===== src/rtl/kc_pkg.sv =====
package kc_pkg;

  // Width needed to hold the values 0..n inclusive.
  function automatic int kc_cnt_bits(input int n);
    return (n < 1) ? 1 : $clog2(n + 1);
  endfunction

endpackage


===== src/rtl/kc_addr_filter.sv =====
module kc_addr_filter #(
  parameter int ADDR_W = 3
) (
  input  logic              cell_vld,
  input  logic [ADDR_W-1:0] cell_dst,
  input  logic [ADDR_W-1:0] own_addr,
  output logic              hit
);
  assign hit = cell_vld && (cell_dst == own_addr);
endmodule


===== src/rtl/kc_concentrator.sv =====
module kc_concentrator
  import kc_pkg::*;
#(
  parameter int N_IN   = 8,
  parameter int L_ACC  = 4,
  parameter int DATA_W = 16,
  localparam int HIT_W = kc_cnt_bits(N_IN),
  localparam int ACC_W = kc_cnt_bits(L_ACC)
) (
  input  logic [N_IN-1:0]         hit,
  input  logic [N_IN*DATA_W-1:0]  line_data,
  output logic [L_ACC*DATA_W-1:0] win_data,
  output logic [ACC_W-1:0]        win_cnt,
  output logic [HIT_W-1:0]        hit_cnt,
  output logic [HIT_W-1:0]        lost_cnt
);
  int rank;

  // Lower line numbers take the lower output lanes; lanes fill in order.
  always_comb begin
    rank     = 0;
    win_data = '0;
    for (int i = 0; i < N_IN; i++) begin
      if (hit[i]) begin
        if (rank < L_ACC) begin
          win_data[rank*DATA_W +: DATA_W] = line_data[i*DATA_W +: DATA_W];
        end
        rank = rank + 1;
      end
    end
    hit_cnt = HIT_W'(rank);
    if (rank > L_ACC) begin
      win_cnt  = ACC_W'(L_ACC);
      lost_cnt = HIT_W'(rank - L_ACC);
    end else begin
      win_cnt  = ACC_W'(rank);
      lost_cnt = '0;
    end
  end
endmodule


===== src/rtl/kc_burst_fifo.sv =====
module kc_burst_fifo
  import kc_pkg::*;
#(
  parameter int DEPTH  = 16,
  parameter int L_ACC  = 4,
  parameter int DATA_W = 16,
  localparam int PTR_W = $clog2(DEPTH),
  localparam int LVL_W = kc_cnt_bits(DEPTH),
  localparam int ACC_W = kc_cnt_bits(L_ACC)
) (
  input  logic                    clk,
  input  logic                    rst_n,
  input  logic [ACC_W-1:0]        wr_cnt,
  input  logic [L_ACC*DATA_W-1:0] wr_data,
  input  logic                    rd_ready,
  output logic                    rd_valid,
  output logic [DATA_W-1:0]       rd_data,
  output logic [LVL_W-1:0]        level,
  output logic                    wr_short
);
  logic [DATA_W-1:0] mem [DEPTH];
  logic [PTR_W-1:0]  wr_ptr, rd_ptr;
  logic [LVL_W-1:0]  free_sp, n_wr, want, level_nxt;
  logic              pop;

  always_comb begin
    free_sp   = LVL_W'(DEPTH) - level;
    want      = LVL_W'(wr_cnt);
    wr_short  = want > free_sp;
    n_wr      = wr_short ? free_sp : want;
    pop       = rd_valid && rd_ready;
    level_nxt = level + n_wr - LVL_W'(pop);
  end

  assign rd_valid = (level != '0);
  assign rd_data  = mem[rd_ptr];

  // Lanes below n_wr go to consecutive slots; writes only hit free slots.
  always_ff @(posedge clk) begin
    for (int j = 0; j < L_ACC; j++) begin
      if (j < int'(n_wr)) begin
        mem[wr_ptr + PTR_W'(j)] <= wr_data[j*DATA_W +: DATA_W];
      end
    end
  end

  always_ff @(posedge clk) begin
    if (!rst_n) begin
      wr_ptr <= '0;
      rd_ptr <= '0;
      level  <= '0;
    end else begin
      wr_ptr <= wr_ptr + PTR_W'(n_wr);
      if (pop) rd_ptr <= rd_ptr + PTR_W'(1);
      level  <= level_nxt;
    end
  end
endmodule


===== src/rtl/kout_port_concentrator.sv =====
module kout_port_concentrator
  import kc_pkg::*;
#(
  parameter int N_IN   = 8,
  parameter int L_ACC  = 4,
  parameter int DEPTH  = 16,
  parameter int ADDR_W = 3,
  parameter int DATA_W = 16,
  parameter int DROP_W = 8
) (
  input  logic                   clk,
  input  logic                   rst_n,
  input  logic [ADDR_W-1:0]      port_addr,
  input  logic [N_IN-1:0]        in_valid,
  input  logic [N_IN*ADDR_W-1:0] in_addr,
  input  logic [N_IN*DATA_W-1:0] in_data,
  output logic                   out_valid,
  input  logic                   out_ready,
  output logic [DATA_W-1:0]      out_data,
  output logic [DROP_W-1:0]      drop_count,
  output logic                   overflow
);
  localparam int HIT_W = kc_cnt_bits(N_IN);
  localparam int ACC_W = kc_cnt_bits(L_ACC);
  localparam int LVL_W = kc_cnt_bits(DEPTH);
  localparam int SUM_W = (HIT_W > DROP_W) ? HIT_W + 1 : DROP_W + 1;

  logic [N_IN-1:0]         hit;
  logic [L_ACC*DATA_W-1:0] win_data;
  logic [ACC_W-1:0]        win_cnt;
  logic [HIT_W-1:0]        hit_cnt, lost_cnt;
  logic [LVL_W-1:0]        fifo_level;
  logic                    wr_short;
  logic [SUM_W-1:0]        drop_sum;

  for (genvar g = 0; g < N_IN; g++) begin : g_filt
    kc_addr_filter #(.ADDR_W(ADDR_W)) u_filt (
      .cell_vld (in_valid[g]),
      .cell_dst (in_addr[g*ADDR_W +: ADDR_W]),
      .own_addr (port_addr),
      .hit      (hit[g])
    );
  end

  kc_concentrator #(.N_IN(N_IN), .L_ACC(L_ACC), .DATA_W(DATA_W)) u_conc (
    .hit       (hit),
    .line_data (in_data),
    .win_data  (win_data),
    .win_cnt   (win_cnt),
    .hit_cnt   (hit_cnt),
    .lost_cnt  (lost_cnt)
  );

  kc_burst_fifo #(.DEPTH(DEPTH), .L_ACC(L_ACC), .DATA_W(DATA_W)) u_fifo (
    .clk      (clk),
    .rst_n    (rst_n),
    .wr_cnt   (win_cnt),
    .wr_data  (win_data),
    .rd_ready (out_ready),
    .rd_valid (out_valid),
    .rd_data  (out_data),
    .level    (fifo_level),
    .wr_short (wr_short)
  );

  assign drop_sum = SUM_W'(drop_count) + SUM_W'(lost_cnt);

  always_ff @(posedge clk) begin
    if (!rst_n) begin
      drop_count <= '0;
      overflow   <= 1'b0;
    end else begin
      if (drop_sum > SUM_W'({DROP_W{1'b1}})) drop_count <= '1;
      else                                   drop_count <= DROP_W'(drop_sum);
      if (wr_short) overflow <= 1'b1;
    end
  end
endmodule


===== config.mk =====
export PLATFORM = sky130hd
export DESIGN_NAME = kout_port_concentrator
export DESIGN_NICKNAME = d
export VERILOG_FILES = /design/src/rtl/kc_pkg.sv /design/src/rtl/kc_addr_filter.sv /design/src/rtl/kc_concentrator.sv /design/src/rtl/kc_burst_fifo.sv /design/src/rtl/kout_port_concentrator.sv
export SDC_FILE = /design/constraint.sdc
export NUM_CORES = 1
export LEC_CHECK = 0
export BUFFER_PORTS_ARGS = -buffer_cell sky130_fd_sc_hd__buf_2
export CORE_AREA = 5 5 253 378
export CTS_CLUSTER_DIAMETER = 120
export CTS_CLUSTER_SIZE = 14
export DETAILED_ROUTE_END_ITERATION = 8
export DIE_AREA = 0 0 258 383
export PLACE_DENSITY = 0.53
export SYNTH_ARGS = -nofsm -noshare
export SYNTH_HDL_FRONTEND = slang
export SYNTH_SLANG_ARGS = --single-unit

===== constraint.sdc =====
create_clock -name clk -period 15.94 [get_ports clk]
set_input_delay 3.188 -clock clk [delete_from_list [all_inputs] [get_ports clk]]
set_output_delay 3.188 -clock clk [all_outputs]
set_load 0.005 [all_outputs]

==> key figures, run 1 <==
Timing
  • Final worst path period share: 94.5%
  • Least-Margin Pin Slew: 1.28 ns
  • Fin. Hold Viols: 0
  • Setup TNS: 0 ns
  • Max-Slew Margin vs Limit: 14.4%
  • Fmax: 0.0664 GHz
  • Hold slack final: 0.539 ns
  • RSZ-0062 raised after global routing: no
  • Finish-stage setup viols: 0
  • Max Slew Vio Count: 0
  • Fin crit period: 15.06 ns
  • Clk_skew: 0.0241 ns

GRT
  • Vias in the first global route: 22.5k
  • Global-route wire length before repair: 147 mm
  • Antenna violations before repair: 10
  • Largest net degree at the start of global routing: 65
  • Total GRT Usage: 18.9%
  • Remaining Overflow, GRT: 0

Clock network
  • Post-CTS setup buffer count: 0
  • Worst-skew pair later-pin latency: 0.59 ns
  • Clk slew on worst S/H paths: 0.07 ns
  • # clock sinks: 282
  • Maximum root-to-sink buffer count: 3
  • TritonCTS buffer count: 24
  • Hold buffers post-CTS: 0
  • CTS tree: yes
  • H-tree depth: 1
  • Root Driver: clkbuf_16

Placed design
  • Final HPWL DP: 73.3 mm
  • Gpl congestion: 0.879
  • Port Buf Inserts: 191

Route
  • DR vias: 22.0k
  • DR pass1 iterations: 6
  • Antenna viol nets, final: 0
  • Vias/cell: 5.84
  • Detailed Route WL: 97.7 mm
  • Post-DR wirelength/cell: 25.9 µm
  • DRT iter0 DRCs: 1756
  • Drc violations: 0

Yosys
  • #FFs+latches synth: 282
  • Post-synthesis cell count: 2528
  • Synthesized area per cell: 10.1 µm²
  • Post-synth ARST share: 0%
  • EDFF count, synth: 256
  • Most frequent cell after synthesis: nand2_1
  • YS warnings: 0
  • Yosys top cell area share: 30.2%
  • Largest area contributor in the netlist: edfxtp_1
  • Register area share after synthesis: 32.3%
  • Ranking of synthesized cells by area: edfxtp_1 (30%), mux2i_1 (12%), mux4_2 (7.1%)
  • Yosys cell types: 97
  • Main synth FF type: edfxtp_1
  • Synth top cells by count: nand2_1 (388), mux2i_1 (302), edfxtp_1 (256), o221a_2 (155), clkbuf_1 (138)
  • Post-Syn Area: 25400 µm²

Pwr
  • Sequential share of power: 36.0%
  • Power Density: 111 nW/µm²
  • VDD IR max: 96.1 µV
  • Switching Fraction: 38.8%
  • Switch Pwr: 1.22 mW
  • Gate power share: 45.6%
  • Clk pwr share: 18.4%
  • P_int: 1.92 mW
  • Leak: 10.8 nW

Setup path
  • CP endpoint kind: flop
  • Setup CP Type: in -> reg
  • Arrival @ worst endpoint: 15.39 ns
  • CP max stage delay: 1.01 ns
  • Critical Path RT: 16.27 ns
  • Worst Setup Start Kind: input port
  • Critical path's slowest cell: o21ai_2
  • Crit Path Max Fanout: 20
  • Worst path most repeated cell: ha_1

Layout
  • # nets final: 2800
  • Proportion of layout cells with a drive suffix above 1: 26.9%
  • # fillers: 9465
  • Layout area overhead: 11.2%

Floorplanning
  • Die Area: 98800 µm²
  • Row cnt: 136
  • Die X-Extent: 258 µm
  • I/O Pins: 192
  • Placeable Area: 91700 µm²
  • Die Y: 383 µm
  • Initial Util: 27.7%

Job
  • Max cap viols: 0

Outcome
  • Outcome: finished clean

Worst hold path
  • Hold Crit Class: reg -> reg
cells in the final DEF, fill, tap and decap left out, drive strengths merged, types with 28 or more instances in the layout:
cell      n
nand2   398
mux2i   303
buf     286
edfxtp  256
o221a   249
nor2    119
a21oi   104
mux4     80
o21ai    68
nor3     63
ha       47
a211oi   46
xnor2    42
nand3    39
nand4    39
inv      39
a31oi    35
a32oi    31
clkbuf   31
nor4     28
logic make-up (layout without fill, tap and decap cells):
kind of cell	after synthesis	count (layout)	synth area share (%)
simple gates	758	758	14.4
other cells	2	11	0.0295
compound gates	669	669	22.9
fa+ha+maj	50	50	2.55
xor+xnor	70	70	2.91
buf+inv	300	360	5.28
flops	282	282	32.3
mux	397	397	19.7
registers in the layout, summed over array words and instances, names as in the netlist, named ones only:
signal and count:
u_fifo.wr_ptr 4, drop_count 8, u_fifo.mem 256, overflow 1
u_fifo.rd_ptr 4, u_fifo.level 5
what timing repair did:
item                                   in CTS  in global routing
endpoints found under the hold margin       0                  0
setup endpoints to repair                   0                286
resized for setup                           0                  1
final timing paths:
check / slack (ns) / cells after the start / endpoint / start
worst max-delay path: 0.88 / 42 / u_fifo.mem[3][3]$_DFFE_PP_ / port_addr[0]
worst min-delay path: 0.54 / 2 / flop / u_fifo.rd_ptr[3]$_SDFFE_PN0P_
worst max register to register: 10.42 / 13 / u_fifo.mem[3][3]$_DFFE_PP_ / u_fifo.level[0]$_SDFF_PN0_
worst min register to register: 0.54 / 2 / flop / u_fifo.rd_ptr[3]$_SDFFE_PN0P_
cell type report:
class | count | area [µm²] | area share, %
clock buffers | 31 | 627 | 2.22
repair buffers | 286 | 1670 | 5.91
well taps | 1173 | 1470 | 5.19
flip-flops and latches | 282 | 8220 | 29.1
clock inverters | 2 | 46.3 | 0.164
inverters | 41 | 154 | 0.545
multi-input cells | 1949 | 16100 | 56.9
diodes | 6 | 15.0 | 0.0531
worst max-delay path, delay by kind of cell:
kind / cells / cell delay, ns
buffers and inverters: 5 / 1.27
adders and majority gates: 8 / 2.60
AOI/OAI and AO/OA: 11 / 4.08
and+or+nand+nor: 16 / 3.81
xor gates and xnor gates: 2 / 0.39
layer usage:
| metal | track usage, % | up-vias | share of wire, % |
|---|---|---|---|
| met3 | 1.92 | 244 | 4.9 |
| met1 | 21.3 | 10800 | 37 |
| met2 | 36.2 | 895 | 54 |
| met5 | 0 | - | 0.042 |
| li1 | - | 10100 | - |
| met4 | 7.49 | 6 | 4.1 |
power groups by stage:
stage	clock network [mW]	registers (mW)	logic, mW
after global placement	0	1.15	1.42
after global routing	0.603	1.15	1.55
final	0.578	1.13	1.43
after CTS	0.586	1.13	1.44
after floorplan	0	1.08	1.03
after detailed placement	0	1.15	1.44
through the flow:
stage	setup slack (ns)	power [mW]	area [µm²]	instances	utilization, %
floorplan	2.36	2.11	25400	2531	-
global route	0.0154	3.30	28300	3766	30.8
CTS	0.789	3.16	28200	3764	30.8
global placement	0.378	2.57	27600	3731	30.1
detailed placement	0.234	2.59	27600	3731	30.1
finish	0.881	3.14	28300	3770	30.8
Note: power is estimated with default switching activity, not from simulation.
==> run 2, diff against run 1 <==
--- a/config.mk
+++ b/config.mk
@@ -6,12 +6,14 @@
 export NUM_CORES = 1
 export LEC_CHECK = 0
 export BUFFER_PORTS_ARGS = -buffer_cell sky130_fd_sc_hd__buf_2
-export CORE_AREA = 5 5 253 378
+export CAP_MARGIN = 10
+export CORE_AREA = 2 2 250 375
 export CTS_CLUSTER_DIAMETER = 120
 export CTS_CLUSTER_SIZE = 14
 export DETAILED_ROUTE_END_ITERATION = 8
-export DIE_AREA = 0 0 258 383
+export DIE_AREA = 0 0 252 377
 export PLACE_DENSITY = 0.53
+export RECOVER_POWER = 100
 export SYNTH_ARGS = -nofsm -noshare
 export SYNTH_HDL_FRONTEND = slang
 export SYNTH_SLANG_ARGS = --single-unit
==> run 2 against run 1 <==
Against the previous run: utilization is essentially flat; via count up 1.1%; largest cell class unchanged; sequential share of layout area hardly changed; highest routed layer unchanged; clock skew increased by 0.0096 ns; clock-buffer cell count unchanged; critical path type unchanged; the run now ends with max-capacitance violations, max-slew violations left.
==> key figures, run 2 (synthesis gave the netlist of run 1 again) <==
Outcome
  • Outcome: finished, violations left
  • Failing checks: max-capacitance violations, max-slew violations

GRT
  • Global-route wire length before repair: 147 mm (-0.17%)
  • Vias in the first global route: 22.4k (-0.50%)
  • Antenna violations before repair: 13 (+3)
  • Remaining Overflow, GRT: 0 (unchanged)
  • Total GRT Usage: 20.1% (+1.2 points)
  • Largest net degree at the start of global routing: 51 (-22%)

Layout
  • Top reg by flops: u_fifo.mem
  • Max reg flops: 256 (unchanged)
  • Most common cell after layout, fill and taps aside: nand2_1
  • Largest regs: u_fifo.mem: 256 flops, drop_count: 8 flops, u_fifo.level: 5 flops
  • Core Util, Final: 30.8% (about the same)
  • Most frequent cells in the layout: nand2_1 (389), mux2i_1 (299), edfxtp_1 (256)
  • Layout area overhead: 11.0%
  • # nets final: 2807 (+0.25%)
  • Proportion of layout cells with a drive suffix above 1: 26.0% (-0.92 points)

Worst hold path
  • Hold Crit Class: reg -> reg

Placed design
  • Final HPWL DP: 72.1 mm (-1.7%)
  • Place WS: 0.200 ns (-0.0334 ns)
  • Port Buf Inserts: 191 (unchanged)
  • Gpl congestion: 0.877 (-0.17%)

Timing
  • Final worst setup slack: 0.931 ns (+0.0505 ns)
  • Least-Margin Pin Slew: 3.04 ns (+1.75 ns)
  • Max Slew Vio Count: 67 (+67)
  • Fin crit period: 15.01 ns (-0.0505 ns)
  • RSZ-0062 raised after global routing: no
  • Clk_skew: 0.0337 ns (+0.00964 ns)
  • Fmax: 0.0666 GHz (+0.34%)
  • Hold slack final: 0.529 ns (-0.00923 ns)
  • Finish-stage setup viols: 0 (unchanged)
  • Max-Slew Margin vs Limit: -103% (-120 points)
  • Setup TNS: 0 ns (unchanged)
  • Final worst path period share: 94.2% (-0.32 points)
  • Fin. Hold Viols: 0 (unchanged)

Pwr
  • Gate power share: 46.4% (+0.8 points)
  • Leak: 10.7 nW (-0.74%)
  • Switch Pwr: 1.24 mW (+1.5%)
  • Clk pwr share: 18.4% (about the same)
  • Power Density: 112 nW/µm² (+0.54%)
  • P_int: 1.92 mW (-0.28%)
  • Switching Fraction: 39.2% (+0.43 points)
  • Sequential share of power: 35.2% (-0.8 points)
  • VDD IR max: 85.7 µV (-11%)

Clock network
  • CTS tree: yes
  • Root Driver: clkbuf_16
  • TritonCTS buffer count: 24 (unchanged)
  • Clk slew on worst S/H paths: 0.08 ns (about the same)
  • # clock sinks: 282 (unchanged)
  • Maximum root-to-sink buffer count: 3 (unchanged)
  • H-tree depth: 1 (unchanged)
  • Worst-skew pair later-pin latency: 0.60 ns (about the same)

Route
  • Detailed Route WL: 98.3 mm (+0.65%)
  • Drc violations: 0 (unchanged)
  • DR vias: 22.2k (+1.1%)
  • Vias/cell: 5.89 (+0.96%)
  • Antenna viol nets, final: 0 (unchanged)
  • Post-DR wirelength/cell: 26.0 µm (+0.49%)
  • DR pass1 iterations: 5 (-1)
  • DRT iter0 DRCs: 1827 (+4.0%)

Setup path
  • Critical path's slowest cell: nand2_1
  • Setup CP Type: in -> reg
  • Arrival @ worst endpoint: 15.36 ns (-0.03 ns)
  • CP max stage delay: 0.78 ns (-0.23 ns)
  • Critical Path RT: 16.29 ns (+0.02 ns)
  • Worst path most repeated cell: ha_1
  • CP endpoint kind: flop
  • Worst Setup Start Kind: input port
  • Family with the most delay on the worst path: simple AND/OR/NAND/NOR gates
  • Worst path bufs/invs: 6 (+1)
  • Crit Path Max Fanout: 19 (-5.0%)

Floorplanning
  • Die Y: 377 µm (-1.6%)
  • Placeable Area: 91500 µm² (-0.19%)
  • Row cnt: 136 (unchanged)
  • Die X-Extent: 252 µm (-2.3%)
  • I/O Pins: 192 (unchanged)
  • Initial Util: 27.8% (+0.052 points)
  • Die Area: 95000 µm² (-3.9%)

Job
  • Max cap viols: 2 (+2)
run 2: worst min-delay path: stages (launching register included):
cell	delay (ns)
dfxtp_1	0.34
nor2_1	0.11
nor2_1	0.04
run 2: stage by stage:
step                      total power, mW  cells  instance area, µm²
after floorplan                      2.11   2531               25400
after global placement               2.58   3738               27600
after detailed placement             2.60   3738               27600
after CTS                            3.17   3771               28300
after global routing                 3.30   3775               28200
final                                3.15   3776               28200
run 2: repair_timing:
item / CTS / global route
gates resized for setup: 0 / 2
setup buffers: 0 / 0
endpoints found under the hold margin: 0 / 0
hold buffers: 0 / 0
endpoints found under the setup margin: 0 / 103
run 2: power by group through the flow:
stage               logic [mW]  clock network (mW)  registers, mW
floorplan                 1.03                   0           1.08
global placement          1.45                   0           1.13
detailed placement        1.47                   0           1.13
CTS                       1.47               0.584           1.11
global route              1.57               0.600           1.13
finish                    1.46               0.580           1.11
run 2: final cells by class:
| type | instances | area (µm²) |
|---|---|---|
| diodes | 5 | 12.5 |
| fillers | 9525 | 63300 |
| clock inverters | 2 | 46.3 |
| inverters | 41 | 154 |
| well taps | 1173 | 1470 |
| flip-flops and latches | 282 | 8210 |
| multi-input cells | 1949 | 16100 |
| clock buffers | 31 | 627 |
| repair buffers | 293 | 1650 |
run 2: per-layer routing:
metal  wire length (µm)  global-route usage [%]
met5                 60                       0
met4               5200                    10.0
met3               5230                    1.95
met2              51500                    37.6
met1              36300                    22.4
run 2: path summary, 6_finish.rpt:
check | from | endpoint | slack (ns) | cells after the start
max | port_addr[0] | u_fifo.mem[4][9]$_DFFE_PP_ | 0.93 | 45
min reg2reg | overflow$_SDFFE_PN0N_ | overflow$_SDFFE_PN0N_ | 0.53 | 2
max reg2reg | u_fifo.level[0]$_SDFF_PN0_ | u_fifo.mem[4][9]$_DFFE_PP_ | 10.43 | 15
min | overflow$_SDFFE_PN0N_ | overflow$_SDFFE_PN0N_ | 0.53 | 2
==> run 3, diff against run 2 <==
--- a/config.mk
+++ b/config.mk
@@ -7,12 +7,12 @@
 export LEC_CHECK = 0
 export BUFFER_PORTS_ARGS = -buffer_cell sky130_fd_sc_hd__buf_2
 export CAP_MARGIN = 10
-export CORE_AREA = 2 2 250 375
+export CORE_AREA = 2 2 195 293
 export CTS_CLUSTER_DIAMETER = 120
 export CTS_CLUSTER_SIZE = 14
 export DETAILED_ROUTE_END_ITERATION = 8
-export DIE_AREA = 0 0 252 377
-export PLACE_DENSITY = 0.53
+export DIE_AREA = 0 0 197 295
+export PLACE_DENSITY = 0.73
 export RECOVER_POWER = 100
 export SYNTH_ARGS = -nofsm -noshare
 export SYNTH_HDL_FRONTEND = slang
==> run 3 against run 2 <==
Against the previous run: the run still ends with max-capacitance violations, max-slew violations left; maximum frequency up 1.3%; worst hold slack worse by 0.0081 ns; first-iteration DRC count grew 42%; clock power decreased by 3%; via count is 3.3% higher; utilization grew 19 points; combinational power is essentially flat; clock skew is 0.0080 ns lower; power shrank 0.30%; sequential share of layout area is 0.76 points higher; global-route usage is 11 points higher; largest power group unchanged.
==> key figures, run 3 (synthesis gave the netlist of run 1 again) <==
Route
  • Post-DR wirelength/cell: 28.3 µm (+8.8%)
  • Detailed Route WL: 92.9 mm (-5.5%)
  • Antenna viol nets, final: 0 (unchanged)
  • DRT iter0 DRCs: 2599 (+42%)
  • DR vias: 23.0k (+3.3%)
  • DR pass1 iterations: 8 (+3)
  • Vias/cell: 7.00 (+19%)
  • Drc violations: 0 (unchanged)

Placed design
  • Final HPWL DP: 66.8 mm (-7.4%)
  • Placed cells: 3243 (-13%)
  • Port Buf Inserts: 191 (unchanged)
  • Place WS: 0.718 ns (+0.517 ns)
  • Gpl congestion: 0.962 (+9.7%)

Clock network
  • Root Driver: clkbuf_16
  • TritonCTS buffer count: 24 (unchanged)
  • Maximum root-to-sink buffer count: 3 (unchanged)
  • Hold buffers post-CTS: 0 (unchanged)
  • H-tree depth: 1 (unchanged)
  • Post-CTS setup buffer count: 0 (unchanged)
  • Worst-skew pair later-pin latency: 0.58 ns (-0.02 ns)
  • # clock sinks: 282 (unchanged)
  • Post-cts resize count: 0 (unchanged)
  • CTS tree: yes
  • Clk slew on worst S/H paths: 0.08 ns (about the same)

Timing
  • Hold slack final: 0.521 ns (-0.00815 ns)
  • Clk_skew: 0.0257 ns (-0.00799 ns)
  • RSZ-0062 raised after global routing: no
  • Fin crit period: 14.82 ns (-0.192 ns)
  • Max Slew Vio Count: 84 (+25%)
  • Finish-stage setup viols: 0 (unchanged)
  • Least-Margin Pin Slew: 4.26 ns (+1.22 ns)
  • Max-Slew Margin vs Limit: -184% (-81 points)
  • Fmax: 0.0675 GHz (+1.3%)
  • Final worst path period share: 93.0% (-1.2 points)
  • Fin. Hold Viols: 0 (unchanged)
  • Final worst setup slack: 1.12 ns (+0.192 ns)
  • Setup TNS: 0 ns (unchanged)

Setup path
  • Crit Path Max Fanout: 35 (+16)
  • Critical Path RT: 16.27 ns (-0.02 ns)
  • Arrival @ worst endpoint: 15.15 ns (-0.21 ns)
  • CP endpoint kind: flop
  • Critical path's slowest cell: o21ai_1
  • Worst Setup Start Kind: input port
  • Family with the most delay on the worst path: compound AO/OA/AOI/OAI gates
  • Critical path depth: 44 (-2.2%)
  • FF-to-FF path depth: 15 (unchanged)
  • CP max stage delay: 1.46 ns (+0.68 ns)
  • Worst path most repeated cell: ha_1
  • Worst path bufs/invs: 6 (unchanged)
  • Setup CP Type: in -> reg

Floorplanning
  • I/O Pins: 192 (unchanged)
  • Die Area: 58100 µm² (-39%)
  • Die Y: 295 µm (-22%)
  • Row cnt: 106 (-22%)
  • Initial Util: 45.9% (+18 points)
  • Placeable Area: 55400 µm² (-39%)
  • Die X-Extent: 197 µm (-22%)

Layout
  • Top reg by flops: u_fifo.mem
  • # nets final: 2785 (-0.78%)
  • Layout area overhead: 8.19%
  • # fillers: 5061 (-47%)
  • Most common cell after layout, fill and taps aside: nand2_1
  • Max reg flops: 256 (unchanged)
  • Most frequent cells in the layout: nand2_1 (393), mux2i_1 (299), edfxtp_1 (256)
  • Largest regs: u_fifo.mem: 256 flops, drop_count: 8 flops, u_fifo.level: 5 flops
  • Final non-filler cell total: 3280 (-13%)
  • Proportion of layout cells with a drive suffix above 1: 25.3% (-0.71 points)

Pwr
  • Power Density: 114 nW/µm² (+2.3%)
  • VDD IR max: 88.5 µV (+3.2%)
  • Leak: 10.6 nW (-1.1%)
  • Tot Pwr: 3.14 mW (-0.30%)

Outcome
  • Outcome: finished, violations left
  • Failing checks: max-capacitance violations, max-slew violations

Job
  • Max cap viols: 3 (+1)

GRT
  • Global-route wire length before repair: 140 mm (-4.7%)
  • Remaining Overflow, GRT: 0 (unchanged)
  • Largest net degree at the start of global routing: 65 (+27%)
  • Vias in the first global route: 23.6k (+5.5%)
  • Total GRT Usage: 31.4% (+11 points)
  • Antenna violations before repair: 7 (-6)

Worst hold path
  • Hold-critical path depth: 2 (unchanged)
  • Hold Crit Class: reg -> reg
==> run 3: worst paths after layout <==
path	endpoint	startpoint	slack, ns
setup / recovery	u_fifo.mem[9][9]$_DFFE_PP_	port_addr[0]	1.12
hold / removal	overflow$_SDFFE_PN0N_	overflow$_SDFFE_PN0N_	0.52
setup reg to reg	u_fifo.mem[7][3]$_DFFE_PP_	u_fifo.level[0]$_SDFF_PN0_	10.40
hold reg to reg	overflow$_SDFFE_PN0N_	overflow$_SDFFE_PN0N_	0.52
==> run 3: area by class of cell <==
class,count,area (µm²),share of cell area [%]
multi-input combinational,1949,16100,58.5
antenna,2,5.00,0.0182
sequential,282,8210,29.8
inverter,41,154,0.560
clock inverter,2,46.3,0.168
clock buffer,31,627,2.28
timing repair buffer,271,1500,5.44
tap,702,878,3.19
==> run 3: stage by stage <==
stage | util, % | area, µm²
after global routing | 49.6 | 27500
after floorplan | - | 25400
after global placement | 48.6 | 26900
after detailed placement | 48.6 | 26900
final | 49.6 | 27500
after CTS | 49.8 | 27600
==> run 3: worst min-delay path, cell delays in order (launching register included) <==
cell and delay (ns):
dfxtp_1 0.33, nor2_1 0.11, nor2_1 0.04
==> run 3: power breakdown <==
part / leakage (nW) / switching (mW) / internal, mW
logic: 7.66 / 0.877 / 0.604
registers: 2.59 / 0.0641 / 1.04
clock network: 0.322 / 0.285 / 0.277
==> run 3: routing by layer <==
metal	wire length, µm	global-route usage, %	share of wire (%)	up-vias
met1	31300	33.4	34	11000
li1	-	-	-	10000
met5	80	0	0.086	-
met3	7800	5.48	8.4	447
met4	5950	18.6	6.4	10
met2	47900	57.8	51	1444
